`src/rtl/tws_pkg.sv`:
```
package tws_pkg;
   typedef enum logic [2:0] {
      PH_IDLE = 3'd0,
      PH_FILL = 3'd1,
      PH_WAIT = 3'd2,
      PH_POST = 3'd3,
      PH_DONE = 3'd4,
      PH_READ = 3'd5
   } phase_e;
endpackage

```
`src/rtl/tws_delay.sv`:
```
module tws_delay #(
   parameter int W   = 8,
   parameter int LAT = 2
) (
   input  logic         clk,
   input  logic [W-1:0] d,
   output logic [W-1:0] q
);
   generate
      if (LAT == 0) begin : g_pass
         assign q = d;
      end else begin : g_pipe
         logic [W-1:0] stg [LAT];
         always_ff @(posedge clk) stg[0] <= d;
         for (genvar i = 1; i < LAT; i++) begin : g_stage
            always_ff @(posedge clk) stg[i] <= stg[i-1];
         end
         assign q = stg[LAT-1];
      end
   endgenerate
endmodule

```
`src/rtl/tws_mem.sv`:
```
module tws_mem #(
   parameter int W  = 8,
   parameter int MW = 6,
   localparam int ENTRIES = 1 << MW
) (
   input  logic          clk,
   input  logic          we,
   input  logic [MW-1:0] waddr,
   input  logic [W-1:0]  wdata,
   input  logic          re,
   input  logic [MW-1:0] raddr,
   output logic [W-1:0]  rdata
);
   logic [W-1:0] store [ENTRIES];

   always_ff @(posedge clk) begin
      if (we) store[waddr] <= wdata;
      if (re) rdata <= store[raddr];
   end
endmodule

```
`src/rtl/tws_ctrl.sv`:
```
module tws_ctrl
   import tws_pkg::*;
#(
   parameter int AW  = 4,
   parameter int SQW = 2
) (
   input  logic           clk,
   input  logic           rst_n,
   input  logic           start,
   input  logic           stop,
   input  logic           trig,
   input  logic [AW-1:0]  cfg_pre,
   input  logic [AW-1:0]  cfg_post,
   input  logic [SQW-1:0] cfg_seq_last,
   input  logic           cfg_hold_en,
   input  logic           rd_go,
   input  logic           rd_finish,
   output phase_e         ph,
   output logic           wr_en,
   output logic [AW-1:0]  wr_ptr,
   output logic [SQW-1:0] cap_idx,
   output logic           cap_done,
   output logic [AW-1:0]  cap_trig_addr,
   output logic [AW-1:0]  cap_pre,
   output logic           arm_clr,
   output logic           dut_hold
);
   phase_e         ph_q;
   logic [AW-1:0]  wr_ptr_q, fill_q, post_q, taddr_q, pre_q;
   logic [SQW-1:0] cap_idx_q;
   logic           released_q;
   logic           armed, pre_side, trig_take, post_end, cap_end, more;

   always_comb begin
      armed     = (ph_q == PH_FILL) || (ph_q == PH_WAIT) || (ph_q == PH_POST);
      pre_side  = (ph_q == PH_FILL) || (ph_q == PH_WAIT);
      trig_take = pre_side && trig && !stop;
      post_end  = (ph_q == PH_POST) && !stop && (post_q == cfg_post - AW'(1));
      cap_end   = (trig_take && (cfg_post == '0)) || post_end;
      more      = (cap_idx_q != cfg_seq_last);
   end

   always_ff @(posedge clk) begin
      if (!rst_n) begin
         ph_q       <= PH_IDLE;
         wr_ptr_q   <= '0;
         fill_q     <= '0;
         post_q     <= '0;
         taddr_q    <= '0;
         pre_q      <= '0;
         cap_idx_q  <= '0;
         released_q <= 1'b0;
      end else begin
         case (ph_q)
            PH_IDLE: begin
               if (start) begin
                  ph_q       <= PH_FILL;
                  wr_ptr_q   <= '0;
                  fill_q     <= '0;
                  cap_idx_q  <= '0;
                  released_q <= 1'b1;
               end
            end
            PH_FILL, PH_WAIT, PH_POST: begin
               if (stop) begin
                  ph_q <= PH_IDLE;
               end else begin
                  wr_ptr_q <= wr_ptr_q + AW'(1);
                  if (ph_q == PH_POST) begin
                     post_q <= post_q + AW'(1);
                  end else begin
                     if (fill_q < cfg_pre) fill_q <= fill_q + AW'(1);
                     if (trig_take) begin
                        taddr_q <= wr_ptr_q;
                        pre_q   <= fill_q;
                        post_q  <= '0;
                        ph_q    <= PH_POST;
                     end else if ((ph_q == PH_FILL) && ((fill_q + AW'(1)) >= cfg_pre)) begin
                        ph_q <= PH_WAIT;
                     end
                  end
                  if (cap_end) begin
                     if (more) begin
                        ph_q      <= PH_FILL;
                        cap_idx_q <= cap_idx_q + SQW'(1);
                        wr_ptr_q  <= '0;
                        fill_q    <= '0;
                     end else begin
                        ph_q <= PH_DONE;
                     end
                  end
               end
            end
            PH_DONE: if (rd_go) ph_q <= rd_finish ? PH_IDLE : PH_READ;
            PH_READ: if (rd_finish) ph_q <= PH_IDLE;
            default: ph_q <= PH_IDLE;
         endcase
      end
   end

   assign ph            = ph_q;
   assign wr_en         = armed;
   assign wr_ptr        = wr_ptr_q;
   assign cap_idx       = cap_idx_q;
   assign cap_done      = cap_end;
   assign cap_trig_addr = trig_take ? wr_ptr_q : taddr_q;
   assign cap_pre       = trig_take ? fill_q : pre_q;
   assign arm_clr       = (ph_q == PH_IDLE) && start;
   assign dut_hold      = cfg_hold_en && !released_q;

   AST_HOLD_ONLY_IDLE: assert property (@(posedge clk) disable iff (!rst_n)
      dut_hold |-> (ph_q == PH_IDLE));
   AST_PTR_STEP: assert property (@(posedge clk) disable iff (!rst_n)
      (wr_en && !stop && !cap_done) |=> (wr_ptr_q == $past(wr_ptr_q) + AW'(1)));
   AST_PRE_BOUND: assert property (@(posedge clk) disable iff (!rst_n)
      cap_done |-> (cap_pre <= cfg_pre));
   AST_POST_RANGE: assert property (@(posedge clk) disable iff (!rst_n)
      (ph_q == PH_POST) |-> (post_q < cfg_post));
   AST_SEQ_RANGE: assert property (@(posedge clk) disable iff (!rst_n)
      armed |-> (cap_idx_q <= cfg_seq_last));
endmodule

```
`src/rtl/tws_reader.sv`:
```
module tws_reader #(
   parameter int AW  = 4,
   parameter int SQW = 2,
   localparam int NCAP = 1 << SQW
) (
   input  logic           clk,
   input  logic           rst_n,
   input  logic           clr,
   input  logic           cap_done,
   input  logic [SQW-1:0] cap_idx,
   input  logic [AW-1:0]  cap_trig_addr,
   input  logic [AW-1:0]  cap_pre,
   input  logic [AW-1:0]  cfg_post,
   input  logic [SQW-1:0] cfg_seq_last,
   input  logic           rd_go,
   output logic           rd_finish,
   output logic [SQW-1:0] rd_bank,
   output logic [AW-1:0]  rd_addr,
   output logic           rd_valid,
   output logic [SQW-1:0] rd_cap,
   output logic [AW-1:0]  rd_pre,
   output logic           rd_last
);
   logic [AW-1:0]  trig_tab [NCAP];
   logic [AW-1:0]  pre_tab  [NCAP];
   logic [SQW-1:0] cap_q;
   logic [AW-1:0]  off_q;
   logic [AW-1:0]  cur_trig, cur_pre, span;
   logic           off_last, cap_last;

   always_comb begin
      cur_trig  = trig_tab[cap_q];
      cur_pre   = pre_tab[cap_q];
      span      = cur_pre + cfg_post;
      off_last  = (off_q == span);
      cap_last  = (cap_q == cfg_seq_last);
      rd_finish = rd_go && off_last && cap_last;
      rd_bank   = cap_q;
      rd_addr   = cur_trig - cur_pre + off_q;
   end

   always_ff @(posedge clk) begin
      if (!rst_n) begin
         for (int i = 0; i < NCAP; i++) begin
            trig_tab[i] <= '0;
            pre_tab[i]  <= '0;
         end
      end else if (cap_done) begin
         trig_tab[cap_idx] <= cap_trig_addr;
         pre_tab[cap_idx]  <= cap_pre;
      end
   end

   always_ff @(posedge clk) begin
      if (!rst_n || clr) begin
         cap_q <= '0;
         off_q <= '0;
      end else if (rd_go) begin
         if (off_last) begin
            off_q <= '0;
            cap_q <= cap_last ? '0 : cap_q + SQW'(1);
         end else begin
            off_q <= off_q + AW'(1);
         end
      end
   end

   always_ff @(posedge clk) begin
      if (!rst_n) begin
         rd_valid <= 1'b0;
         rd_cap   <= '0;
         rd_pre   <= '0;
         rd_last  <= 1'b0;
      end else begin
         rd_valid <= rd_go;
         rd_cap   <= cap_q;
         rd_pre   <= cur_pre;
         rd_last  <= rd_finish;
      end
   end

   AST_LAST_WITH_VALID: assert property (@(posedge clk) disable iff (!rst_n)
      rd_last |-> rd_valid);
endmodule

```
`src/rtl/trace_window_seq.sv`:
```
module trace_window_seq
   import tws_pkg::*;
#(
   parameter int SAMPLE_W = 8,
   parameter int DEPTH    = 16,
   parameter int TRIG_LAT = 2,
   parameter int MAX_SEQ  = 4,
   localparam int AW  = $clog2(DEPTH),
   localparam int SQW = (MAX_SEQ > 1) ? $clog2(MAX_SEQ) : 1
) (
   input  logic                clk,
   input  logic                rst_n,
   input  logic                cmd_start,
   input  logic                cmd_stop,
   input  logic [AW-1:0]       cfg_pre,
   input  logic [AW-1:0]       cfg_post,
   input  logic [SQW-1:0]      cfg_seq_last,
   input  logic                cfg_hold_en,
   input  logic [SAMPLE_W-1:0] smp_data,
   input  logic                trig_in,
   input  logic                rd_en,
   output logic [2:0]          phase,
   output logic [SQW-1:0]      cap_idx,
   output logic                dut_hold,
   output logic                rd_valid,
   output logic [SAMPLE_W-1:0] rd_data,
   output logic [SQW-1:0]      rd_cap,
   output logic [AW-1:0]       rd_pre,
   output logic                rd_last
);
   localparam int MW = AW + SQW;

   generate
      if ((DEPTH < 2) || ((1 << AW) != DEPTH)) begin : g_bad_depth
         $error("DEPTH must be a power of two of at least 2");
      end
      if ((MAX_SEQ < 1) || ((MAX_SEQ > 1) && ((1 << SQW) != MAX_SEQ))) begin : g_bad_seq
         $error("MAX_SEQ must be a power of two");
      end
      if ((TRIG_LAT < 0) || (SAMPLE_W < 1)) begin : g_bad_misc
         $error("TRIG_LAT must be non-negative and SAMPLE_W positive");
      end
   endgenerate

   phase_e               ph;
   logic [SAMPLE_W-1:0]  smp_al;
   logic                 wr_en, cap_done, arm_clr, rd_go, rd_finish;
   logic [AW-1:0]        wr_ptr, cap_trig_addr, cap_pre, rd_addr;
   logic [SQW-1:0]       rd_bank;

   assign rd_go = rd_en && ((ph == PH_DONE) || (ph == PH_READ));
   assign phase = ph;

   tws_delay #(.W(SAMPLE_W), .LAT(TRIG_LAT)) u_align (
      .clk (clk),
      .d   (smp_data),
      .q   (smp_al)
   );

   tws_ctrl #(.AW(AW), .SQW(SQW)) u_ctrl (
      .clk           (clk),
      .rst_n         (rst_n),
      .start         (cmd_start),
      .stop          (cmd_stop),
      .trig          (trig_in),
      .cfg_pre       (cfg_pre),
      .cfg_post      (cfg_post),
      .cfg_seq_last  (cfg_seq_last),
      .cfg_hold_en   (cfg_hold_en),
      .rd_go         (rd_go),
      .rd_finish     (rd_finish),
      .ph            (ph),
      .wr_en         (wr_en),
      .wr_ptr        (wr_ptr),
      .cap_idx       (cap_idx),
      .cap_done      (cap_done),
      .cap_trig_addr (cap_trig_addr),
      .cap_pre       (cap_pre),
      .arm_clr       (arm_clr),
      .dut_hold      (dut_hold)
   );

   tws_mem #(.W(SAMPLE_W), .MW(MW)) u_mem (
      .clk   (clk),
      .we    (wr_en),
      .waddr ({cap_idx, wr_ptr}),
      .wdata (smp_al),
      .re    (rd_go),
      .raddr ({rd_bank, rd_addr}),
      .rdata (rd_data)
   );

   tws_reader #(.AW(AW), .SQW(SQW)) u_rd (
      .clk           (clk),
      .rst_n         (rst_n),
      .clr           (arm_clr),
      .cap_done      (cap_done),
      .cap_idx       (cap_idx),
      .cap_trig_addr (cap_trig_addr),
      .cap_pre       (cap_pre),
      .cfg_post      (cfg_post),
      .cfg_seq_last  (cfg_seq_last),
      .rd_go         (rd_go),
      .rd_finish     (rd_finish),
      .rd_bank       (rd_bank),
      .rd_addr       (rd_addr),
      .rd_valid      (rd_valid),
      .rd_cap        (rd_cap),
      .rd_pre        (rd_pre),
      .rd_last       (rd_last)
   );

   AST_RD_AFTER_DONE: assert property (@(posedge clk) disable iff (!rst_n)
      rd_valid |-> ($past(ph) == PH_DONE || $past(ph) == PH_READ));
   AST_DONE_QUIET: assert property (@(posedge clk) disable iff (!rst_n)
      (ph == PH_DONE) |=> (ph == PH_DONE || ph == PH_READ || ph == PH_IDLE));
endmodule

```
`config.mk`:
```
export PLATFORM = sky130hd
export DESIGN_NAME = trace_window_seq
export DESIGN_NICKNAME = d
export VERILOG_FILES = /design/src/rtl/tws_pkg.sv /design/src/rtl/tws_delay.sv /design/src/rtl/tws_mem.sv /design/src/rtl/tws_ctrl.sv /design/src/rtl/tws_reader.sv /design/src/rtl/trace_window_seq.sv
export SDC_FILE = /design/constraint.sdc
export NUM_CORES = 1
export LEC_CHECK = 0
export BUFFER_PORTS_ARGS = -buffer_cell sky130_fd_sc_hd__buf_2
export CORE_MARGIN = 2
export CORE_UTILIZATION = 50
export CTS_CLUSTER_SIZE = 12
export DETAILED_ROUTE_END_ITERATION = 16
export PLACE_DENSITY_LB_ADDON = 0.25
export SKIP_CTS_REPAIR_TIMING = 1
export SLEW_MARGIN = 20
export SYNTH_ARGS = -nofsm -noshare
export SYNTH_HDL_FRONTEND = slang
export SYNTH_HIERARCHICAL = 1
export SYNTH_SLANG_ARGS = --single-unit
```
`constraint.sdc`:
```
create_clock -name clk -period 4.4 [get_ports clk]
set_input_delay 0.22 -clock clk [delete_from_list [all_inputs] [get_ports clk]]
set_output_delay 0.22 -clock clk [all_outputs]
set_load 0.005 [all_outputs]
```
==> results of run 1 <==
==> power by group through the flow <==
stage,clock (uW),combinational [uW],sequential [uW]
final,5060,1060,6400
after global routing,5390,1120,6400
after CTS,5140,988,6400
after detailed placement,0,983,6530
after global placement,0,973,6520
after floorplan,0,663,6480
==> synth_stat cells (6+ instances only) <==
cell and number:
edfxtp_1 552, nor2_1 92, o221ai_1 6, and3_1 11, mux4_2 124, xor2_1 14
inv_1 18, buf_1 6, a31oi_1 8, and2_1 43, nor2b_1 15, a22oi_1 19
o22ai_1 20, dfxtp_1 58, nand2_1 36, mux2_2 13, o21ai_0 15, buf_4 12
nand3_1 22, buf_2 9, nand2b_1 15, a21oi_1 13, ha_1 20, mux2i_1 32
nor3_1 23, xnor2_1 13, clkbuf_1 32, buf_6 12, nand3b_1 7
==> metal layers <==
metal,track usage [%],up-vias,routed length [um]
met1,31.34,6784,23910
li1,-,5648,-
met5,0,-,0
met4,6.515,0,1368
met2,35.18,494,26760
met3,4.535,94,3864
==> cell type report <==
class	count	area [sq um]
Clock buffer	88	1765
Clock inverter	29	192.7
Fill cell	3720	20670
Inverter	18	70.07
Multi-Input combinational cell	648	6583
Sequential cell	610	17760
Tap cell	664	830.8
Timing Repair Buffer	128	980.9
==> worst reg2reg max path, stage by stage, from the launching register on <==
cell and delay (ns):
dfxtp_2 0.38, mux4_2 0.54, inv_1 0.09, fa_1 0.44
ha_1 0.30, a21o_1 0.18, a21oi_1 0.16, xor2_1 0.23
xnor2_2 0.10, buf_4 0.16, xnor2_4 0.38, nor3b_1 0.12
buf_4 0.20, a22oi_1 0.20, nor2_1 0.09, a2111oi_2 0.41
a221o_1 0.16
==> logic make-up (layout without fill, tap and decap cells) <==
group                      after synthesis  after routing
AOI/OAI and AO/OA                      122            122
xor gates and xnor gates                28             29
adders and majority gates               24             24
buffers and inverters                   93            263
DFF                                    610            610
muxes                                  172            172
and+or+nand+nor                        301            301
==> cell usage in the layout (no fill, tap or decap), drive strengths merged, types with 7 or more instances in the layout <==
| cell type | Yosys | final |
|---|---|---|
| mux4 | 127 | 127 |
| and2 | 43 | 43 |
| a31oi | 8 | 8 |
| clkinv | 0 | 23 |
| buf | 42 | 119 |
| ha | 20 | 20 |
| o22ai | 20 | 20 |
| o21ai | 18 | 18 |
| nand2 | 36 | 36 |
| a22oi | 19 | 19 |
| xor2 | 14 | 14 |
| xnor2 | 13 | 14 |
| dfxtp | 58 | 58 |
| inv | 18 | 23 |
| edfxtp | 552 | 552 |
| mux2i | 32 | 32 |
| nand2b | 15 | 15 |
| nand3b | 7 | 7 |
| nor2 | 92 | 92 |
| a21oi | 15 | 15 |
| clkbuf | 33 | 88 |
| mux2 | 13 | 13 |
| a2111oi | 8 | 8 |
| nor2b | 15 | 15 |
| nor3 | 24 | 24 |
| and3 | 13 | 13 |
| dlygate4sd3 | 0 | 9 |
| nand3 | 23 | 23 |
==> worst paths after layout <==
check / cells past startpoint / endpoint / slack, ns
setup / recovery: 16 / u_mem/rdata[1] / 0.14
hold / removal: 4 / u_ctrl/ph[2] / 0.12
setup reg to reg: 16 / u_mem/rdata[1] / 0.14
hold reg to reg: 0 / u_align/g_pipe.stg[0][8] / 0.32
==> sequential cells by signal (all words and copies together) (netlist names), named ones only <==
register and cells:
u_rd/rd_valid 1, u_mem/rdata 8, u_mem/store 512, u_ctrl/cap_idx 2
u_ctrl/fill_q 4, u_rd/rd_bank 2, u_ctrl/wr_ptr 4, u_rd/rd_pre 4
u_rd/rd_cap 2, u_ctrl/pre_q 4, u_rd/off_q 4, u_rd/rd_last 1
u_ctrl/taddr_q 4, u_ctrl/post_q 4, u_rd/pre_tab 16, u_rd/trig_tab 16
u_ctrl/ph 3, u_ctrl/released_q 1, u_align/g_pipe.stg 16
==> stage by stage <==
stage                     hold WS (ns)  instances
after floorplan                 0.2477       1350
final                           0.1168       2185
after global placement          0.3110       2051
after detailed placement        0.3170       2051
after global routing            0.1246       2185
after CTS                      -0.2960       2168
==> metrics.md, run 1 <==
| Metric | Value |
|---|---|
| Critical path class | register to register |
| Fraction of registers with async set/reset | 0% |
| Min-delay src | cfg_seq_last[1] |
| Post-synth EDFFs | between 500 and 600 |
| GR Overflow Total | 0 |
| Combinational power share | 8.5% |
| Final Core Density | ~58% |
| Layout area overhead | 14.04% |
| Cell Pwr Density | between 400 and 500 nW/um^2 |
| Cell area after synthesis | between 20,000 and 25,000 sq um |
| Status | finished, final reports clean |
| Pre-CTS WS | -0.2871 ns |
| Final Instance Area | approximately 28,000 sq um |
| CTS max path bufs | 3 |
| Largest net degree at the start of global routing | 65 |
| Vias/cell | just under 6 |
| Initial antenna violation count | 0 |
| Io pins | between 40 and 50 |
| Post-synthesis sequential area ratio | a little under three quarters |
| Starting Density | between 50% and 60% |
| Core area | between 40,000 and 50,000 sq um |
| Detailed Route Iter0 Violations | 1,358 |
| GRT Total Usage | 22.16% |
| Net Switching | between 2000 and 3000 uW |
| Compound-Gate Fraction of Synth Area | under 10% |
| CP Max Fanout | 7 |
| Post-synth net total | about 1.4k |
| Final setup TNS | 0 ns |
| Reg power frac | 51.1% |
| CTS clock-pin slew for the worst setup and hold paths | ~0.060 ns |
| CP peak stage delay | around 0.54 ns |
| TritonCTS clock tree | done |
| DRC | 0 |
| Synth Area in Simple Gates | approximately 6.4% |
| Clock Skew | roughly 0.021 ns |
| Fmax | ~230 MHz |
| Sink Count | slightly above 600 |
| Total routed wirelength | approximately 56 mm |
| Die W | around 230 um |
| Class of the worst hold path | primary input to register |
| Required time worst endpoint | between 4 and 5 ns |
| Seq cells post-synth | approximately 600 |
| Peak supply drop | 0.0002346 V |
| Maxcap violations | 0 |
| Post-synth top area cell | edfxtp_1 |
| Via count | ~13k |
| H-tree Lvls | 3 |
| Critical-path cell list | mux4_2, inv_1, fa_1, ha_1, a21o_1, a21oi_1, xor2_1, xnor2_2, buf_4, xnor2_4, nor3b_1, buf_4, a22oi_1, nor2_1, a2111oi_2, a221o_1 |
| Main flop type after synthesis | edfxtp_1 |
| RD Place Congestion | around 0.85 |
| Clock latency on the worst-skew pair | about 0.6 ns |
| Slowest library cell on the worst path | mux4_2 |
| Final Hold Viols | 0 |
| Final HPWL DP | between 30 and 40 mm |
| Element type at the critical path start | register |
| Die Y | 226.3 um |
| Synth Warn # | 6 |
| Final setup viols | 0 |
| Diodes inserted | 0 |
| Fin crit share | 96.88% |
| Fin. max-slew vios | 0 |
| Clock period minus worst slack | 4.263 ns |
| Cell Area, Placed | 25,940 sq um |
| DRT antenna net count | 0 |
| Adder-cell share of the synthesized area | around 1.3% |
| Wire length of the first global-routing pass | a little over 80 mm |
| Synth top area share | around 67% |
| P_int | 9706 uW |
| Critical path capture point type | register |
| Drt first pass iters | 5 |
| Worst slew pin tran | 1.276 ns |
| Pleak | 0.009333 uW |
| Vias in the first global route | between 10k and 15k |
| Avg WL per Cell | roughly 26 um |
| Total CTS buffers | 66 |
| Largest family of logic cells by synthesized area | multiplexers |
| Final worst slack | around 0.14 ns |
| Worst slew margin | between 10% and 20% |
| Xor/xnor share of the synthesized area | between 1 and 1.5% |
| Rows | 81 |
| Largest cells by area after synthesis | edfxtp_1 67%, mux4_2 11%, dfxtp_1 4.7% |
| Top cell family by delay on the critical path | compound AO/OA/AOI/OAI gates |
| Share of layout cells above drive strength 1 | between 20% and 30% |
| IO Port Bufs | 46 |
| Synth Area per Inst | approximately 18 sq um |
| CP dominant cell by count | buf_4 |
| Yosys cell types | 74 |
| Die footprint | 51,210 sq um |
| Worst Path Buf+Inv | 3 |
| Mapped Cells | approximately 1.4k |
| Nets | roughly 1.5k |
| Clock Root Buffer | clkbuf_16 |
| Multiplexer share of the synthesized area | a little over an eighth |
| Final total power | between 10,000 and 15,000 uW |
| Clock network power share | between 40% and 50% |
| Worst Path Arrival | 4.72 ns |
| Switching share of power | between 20 and 25% |
Note: power is estimated with default switching activity, not from simulation.
==> run 2, diff against run 1 <==
- CELL_PAD_IN_SITES_DETAIL_PLACEMENT: not set -> 1
- CELL_PAD_IN_SITES_GLOBAL_PLACEMENT: not set -> 1
- CORE_MARGIN: 2 -> 1.5
- CORE_UTILIZATION: 50 -> 49
==> metrics.md, run 2 (synthesis results as in run 1) <==
| Metric | Value |
|---|---|
| Commonest non-fill, non-tap cell in the layout | edfxtp_1 |
| Via count | 12.88k (-1.1%) |
| TritonCTS clock tree | done |
| Core area | 49,970 sq um (+2.3%) |
| Required time worst endpoint | 4.77 ns (-0.09 ns) |
| Detailed Route Iter0 Violations | 1,138 (-16%) |
| Critical path capture point type | register |
| Hold Path Depth | 5 (+1) |
| Clock Skew | 0.01720 ns (-0.004269 ns) |
| Fmax | 238.0 MHz (+1.5%) |
| Cell Pwr Density | 437.3 nW/um^2 (-1.6%) |
| Clock latency on the worst-skew pair | 0.63 ns (+0.03 ns) |
| Worst slew pin tran | 0.9903 ns (-0.2857 ns) |
| Fin crit share | 95.49% (-1.4 points) |
| Final HPWL DP | 38.79 mm (+10%) |
| Worst slew margin | 33.74% (+19 points) |
| CTS clock-pin slew for the worst setup and hold paths | 0.06 ns (about the same) |
| Die Y | 227.6 um (+0.55%) |
| Peak supply drop | 0.0003618 V (+54%) |
| Top reg by flops | u_mem/store |
| Final Hold Viols | 0 (unchanged) |
| Critical path class | register to register |
| Clock period minus worst slack | 4.202 ns (-0.06100 ns) |
| Maxcap violations | 0 (unchanged) |
| Final total power | 12,200 uW (-2.6%) |
| Total routed wirelength | 59.34 mm (+6.2%) |
| CP Max Fanout | 5 (-2) |
| Drt first pass iters | 5 (unchanged) |
| Nets | 1,503 (-1.2%) |
| Total CTS buffers | 61 (-7.6%) |
| Starting Density | 49.45% (-1.1 points) |
| Max reg flops | 512 (unchanged) |
| Layout area overhead | 12.87% |
| Leading cell types in the layout, fill and taps excluded | 552 x edfxtp_1, 124 x mux4_2, 92 x nor2_1, 62 x clkbuf_16, 49 x buf_4 |
| Wire length of the first global-routing pass | 87.85 mm (+6.6%) |
| CTS max path bufs | 3 (unchanged) |
| Io pins | 47 (unchanged) |
| GR Overflow Total | 0 (unchanged) |
| IO Port Bufs | 46 (unchanged) |
| Final setup viols | 0 (unchanged) |
| Die footprint | 51,780 sq um (+1.1%) |
| GRT Total Usage | 23.57% (+1.4 points) |
| Share of layout cells above drive strength 1 | 23.77% (-1.5 points) |
| Largest net degree at the start of global routing | 65 (unchanged) |
| Diodes inserted | 0 (unchanged) |
| Class of the worst hold path | primary input to register |
| Unrepaired setup endpoints after global routing | true |
| Worst r2r path cells | 15 (-1) |
| Status | finished, final reports clean |
| Die W | 227.6 um (+0.55%) |
| Pleak | 0.009193 uW (-1.5%) |
| RD Place Congestion | 0.8509 (-0.32%) |
| DRT antenna net count | 0 (unchanged) |
| Element type at the critical path start | register |
| H-tree Lvls | 2 (-1) |
| Vias/cell | 5.935 (-0.40%) |
| Worst Path Arrival | 4.57 ns (-0.15 ns) |
| Final Core Density | 55.82% (-1.9 points) |
| Rows | 82 (+1.2%) |
| Initial antenna violation count | 1 (+1) |
| Avg WL per Cell | 27.34 um (+6.9%) |
| Vias in the first global route | 13.44k (+3.8%) |
| Clock Root Buffer | clkbuf_16 |
| DRC | 0 (unchanged) |
| Fin. max-slew vios | 0 (unchanged) |
| Sink Count | 610 (unchanged) |
[run 2: final timing paths]
| kind | start | endpoint | slack (ns) |
|---|---|---|---|
| max | register | u_mem/rdata[2] | 0.20 |
| min | trig_in | u_ctrl/cap_idx[0] | 0.14 |
| max reg2reg | register | u_mem/rdata[2] | 0.20 |
| min reg2reg | u_align/g_pipe.stg[0][7] | u_align/g_pipe.stg[0][15] | 0.33 |
[run 2: final cells by class]
type / instances / area (sq um)
fillers: 4494 / 22080
flip-flops and latches: 610 / 17750
multi-input cells: 647 / 6481
clock buffers: 95 / 1725
repair buffers: 116 / 928.4
well taps: 672 / 840.8
clock inverters: 12 / 88.84
inverters: 18 / 70.07
[run 2: metal layers]
metal  routed length (um)  vias to the layer above  global-route usage [%]
li1                     -                     5591                       -
met5                   18                        -                       0
met1                25380                     6813                   32.03
met3                 3309                      101                   4.827
met2                28780                      372                   38.20
met4                 1853                        2                   7.968
[run 2: report_power, final]
group / internal (uW) / switching, uW
Sequential: 6350 / 41.0
Clock: 2680 / 2100
Combinational: 441 / 584
Total: 9470 / 2720
[run 2: per-stage QoR]
| step | instances | area [sq um] | hold slack [ns] | setup TNS [ns] | setup WS (ns) |
|---|---|---|---|---|---|
| global placement | 2052 | 25930 | 0.3114 | 0 | 0.08558 |
| finish | 2170 | 27890 | 0.1414 | 0 | 0.1983 |
| global route | 2170 | 27890 | 0.1349 | -0.02149 | -0.01249 |
| floorplan | 1350 | 24710 | 0.2477 | 0 | 0.06933 |
| CTS | 2159 | 27740 | -0.3390 | -0.1830 | -0.08312 |
| detailed placement | 2052 | 25930 | 0.3134 | -0.1444 | -0.06922 |
[run 2: worst max-delay path, stage by stage (launching register included)]
cell and delay (ns):
dfxtp_2 0.36, buf_4 0.17, mux4_2 0.54, fa_1 0.53
inv_1 0.04, ha_1 0.33, a21oi_2 0.15, xor2_1 0.24
xnor2_2 0.16, xnor2_2 0.11, buf_12 0.16, nor4bb_1 0.46
a22oi_1 0.18, nand3_1 0.15, a2111oi_2 0.06, a221o_1 0.28
